`config.mk`:
```
export PLATFORM = sky130hd
export DESIGN_NAME = pcchk_cmp
export DESIGN_NICKNAME = d
export VERILOG_FILES = /design/src/rtl/pcchk_pkg.sv /design/src/rtl/pcchk_cmp.sv
export SDC_FILE = /design/constraint.sdc
export NUM_CORES = 1
export LEC_CHECK = 0
export BUFFER_PORTS_ARGS = -buffer_cell sky130_fd_sc_hd__buf_2
export CAP_MARGIN = 30
export CORE_MARGIN = 3
export CORE_UTILIZATION = 27
export DETAILED_ROUTE_END_ITERATION = 16
export PLACE_DENSITY = 0.81
export SLEW_MARGIN = 10
export SYNTH_ARGS = -nofsm -noshare
export SYNTH_HDL_FRONTEND = slang
export SYNTH_SLANG_ARGS = --single-unit
export TNS_END_PERCENT = 5
```
`constraint.sdc`:
```
create_clock -name vclk -period 1
set_input_delay 0.1 -clock vclk [all_inputs]
set_output_delay 0.1 -clock vclk [all_outputs]
set_load 0.05 [all_outputs]
```
`src/rtl/pcchk_pkg.sv`:
```
package pcchk_pkg;

    // byte sizes of the two instruction formats
    localparam int unsigned STEP_WIDE   = 4;
    localparam int unsigned STEP_NARROW = 2;

    // outcome of one cycle's comparison
    typedef enum logic [1:0] {
        CHK_SKIP = 2'd0,
        CHK_PASS = 2'd1,
        CHK_FAIL = 2'd2
    } chk_res_e;

endpackage

```
`src/rtl/pcchk_cmp.sv`:
```
// Decides whether this cycle's fetch is compared, and the result.
module pcchk_cmp #(
    parameter int unsigned PC_W = 32
) (
    input  logic                fetch_vld_i,
    input  logic                redirect_i,
    input  logic                armed_i,
    input  logic [PC_W-1:0]     pc_i,
    input  logic [PC_W-1:0]     exp_i,
    output pcchk_pkg::chk_res_e res_o
);
    import pcchk_pkg::*;

    always_comb begin
        if (!fetch_vld_i || !armed_i || redirect_i) begin
            res_o = CHK_SKIP;
        end else if (pc_i == exp_i) begin
            res_o = CHK_PASS;
        end else begin
            res_o = CHK_FAIL;
        end
    end
endmodule

```
==> key figures <==
Run status
  • Status: finished with violations
  • Failing checks: negative setup slack

GRT
  • Global-route wire length before repair: roughly 2200 um
  • Met1 global-route usage: 0.1510
  • Tot GR Track Use: 0.1476
  • GR Overflow Total: 0
  • GRT busiest layer: met2
  • Pin count of the biggest net entering global routing: 3
  • Vias in the first global route: 614
  • Met2 Use GR: 0.3114
  • M3 GR Usage: 0.02966
  • Initial antenna violation count: 0

Synthesis
  • Combinational family with the most area after synthesis: XOR/XNOR gates
  • Post-Synth Adder-Cell Area: 0
  • Syn Inst Count: 45
  • Seq/Total Area, Yosys: 0
  • Mux share of post-synthesis cell area: 0
  • Synth Area in XOR/XNOR: 0.7671
  • Average size of a mapped cell: 8.119 um^2
  • Mapped cell area: roughly 370 um^2
  • Netlist cell types: 6
  • Syn nets: ~110
  • Synth Area in Compound Gates: 0.02740
  • Simple-gate area share of the yosys netlist: 0.2055
  • Synth Warn #: 0

Die
  • Core area: roughly 0.0012 mm^2
  • FP Rows: 12
  • DIE AREA: between 0.0015 and 0.002 mm^2
  • Die X: between 40 and 50 um
  • # IOs: 69
  • Initial Util: 0.3080
  • Height of the die: approximately 43 um

Detailed routing
  • Antenna Violating Nets Remaining: 0
  • Initial detailed-routing violation count: 2
  • DR WL/cell: around 11 um
  • Drt drc: 0
  • Vias: approximately 580
  • Detailed Route WL: about 1400 um
  • Drt via density: ~4.6
  • Pre-Repair DR Iteration Count: 4

Place
  • Port Buffers: 69
  • GP Congestion: about 0.66
  • Placed instance area: 739.5 um^2
  • Detailed Place HPWL: ~1300 um

Critical path
  • Slowest cell on the critical path: nor4_1
  • Required time of the critical path: 0.90 ns
  • Critical path endpoint category: output port
  • Kind of critical path: in2out
  • Critical Path Fanout Max: 2
  • CP Launch Type: primary input
  • Crit-path cells: buf_2 > xor2_1 > nor4_1 > nand4_1 > o21ba_1 > buf_6
  • Worst path arrival time: between 1 and 1.5 ns
  • CP peak stage delay: 0.31 ns

Power
  • Sequential cell fraction of total power: 0
  • Maximum vdd drop: around 210 uV
  • Sw frac: 0.4081
  • Psw: approximately 120 uW
  • Pwr Density: about 360 mW/mm^2
  • Lkg Pwr: about 0.00045 uW
  • Combinational power share: 1.000
  • P_int: approximately 170 uW
  • Clock share of power: 0

STA
  • Worst slew pin tran: about 0.28 ns
  • Fin crit period: 1.349 ns
  • Slew Limit Fails: 0
  • RSZ-0062 raised after global routing: true
  • Fin crit share: 1.349
  • Fmax achieved: roughly 0.74 GHz
  • TNS Setup: -0.6940 ns
  • Setup violators final: 2
  • Worst Slack Setup Final: -0.3490 ns
  • Slew margin rel.: 0.8086
  • Hold Vio Cnt, Final: 0

Finish
  • Final Instance Area: roughly 800 um^2
  • # diodes: 0
  • Most common cell after layout, fill and taps aside: buf_2
  • Sequential cell count: 0
  • Fin nets: ~180
  • Syn-to-layout area delta: 119.5%
  • Commonest cells after routing, fill and taps aside: 63 x buf_2, 32 x xor2_1, 6 x buf_6
  • Final Util: 0.6762
  • Layout cells sized above 1: 0.6491
  • Storage cell area: 0 um^2
  • Clock buffer count: 0

Min path
  • Hold Path Stages: 4
  • Worst hold path endpoint: res_o[0]
  • HP Class: in2out
  • Hold path start: fetch_vld_i

Job
  • Max Cap Viol: 0

Clock tree
  • Post-CTS Hold Buffers: 0
## synth_stat cells
| cell | instances | area (um^2) |
|---|---|---|
| nor4_1 | 8 | 50.05 |
| nor3_1 | 1 | 5.000 |
| xor2_1 | 32 | 280.3 |
| nand3b_1 | 1 | 7.510 |
| o21ba_1 | 1 | 10.01 |
| nand4_1 | 2 | 12.51 |
## cell families (layout without fill, tap and decap cells)
kind of cell	count (synthesis)	in the layout
buffers and inverters	0	69
and+or+nand+nor	12	12
AOI/OAI and AO/OA	1	1
xor gates and xnor gates	32	32
## timing repair
item	CTS	global route
gates resized for setup	8	4
endpoints found under the setup margin	2	2
buffers inserted	0	0
pin swaps	6	4
endpoints found under the hold margin	0	0
## through the flow
step | hold slack [ns] | power, uW | std cells | setup WS (ns)
final | 0.6364 | 286.1 | 128 | -0.3490
after global routing | 0.6641 | 316.5 | 128 | -0.4348
after CTS | 0.6426 | 274.9 | 128 | -0.3728
after detailed placement | 0.6961 | 260.4 | 128 | -0.4754
after global placement | 0.6819 | 251.7 | 128 | -0.4648
after floorplan | 0.4184 | 100.5 | 45 | -0.2759
## how the worst max path moves through the flow
| stage | from | end | slack [ns] |
|---|---|---|---|
| finish | pc_i[9] | res_o[1] | -0.35 |
| global route | pc_i[1] | res_o[1] | -0.43 |
| CTS | pc_i[1] | res_o[1] | -0.37 |
| detailed placement | exp_i[21] | res_o[0] | -0.48 |
| global placement | exp_i[20] | res_o[0] | -0.46 |
| floorplan | exp_i[20] | res_o[0] | -0.28 |
## layout make-up
cell class / count / area, um^2
multi-input cells: 45 / 401.6
fillers: 94 / 384.1
repair buffers: 69 / 382.9
well taps: 14 / 17.52
## power by group through the flow
stage	sequential [uW]	combinational, uW	clock, uW
after floorplan	0	100	0
after global placement	0	252	0
after detailed placement	0	260	0
after global routing	0	317	0
final	0	286	0
after CTS	0	275	0
## critical path, delay by kind of cell
kind            cells  cell delay, ns
buf+inv             2            0.26
compound gates      1            0.24
xor+xnor            1            0.13
simple gates        2            0.53
## layer usage
metal  vias to the layer above  routed length, um
met5                         -                  0
met4                         0                  0
met3                         0                220
met2                        46                749
met1                       241                430
li1                        296                  -
No activity file was read; power rests on OpenSTA's default activity.
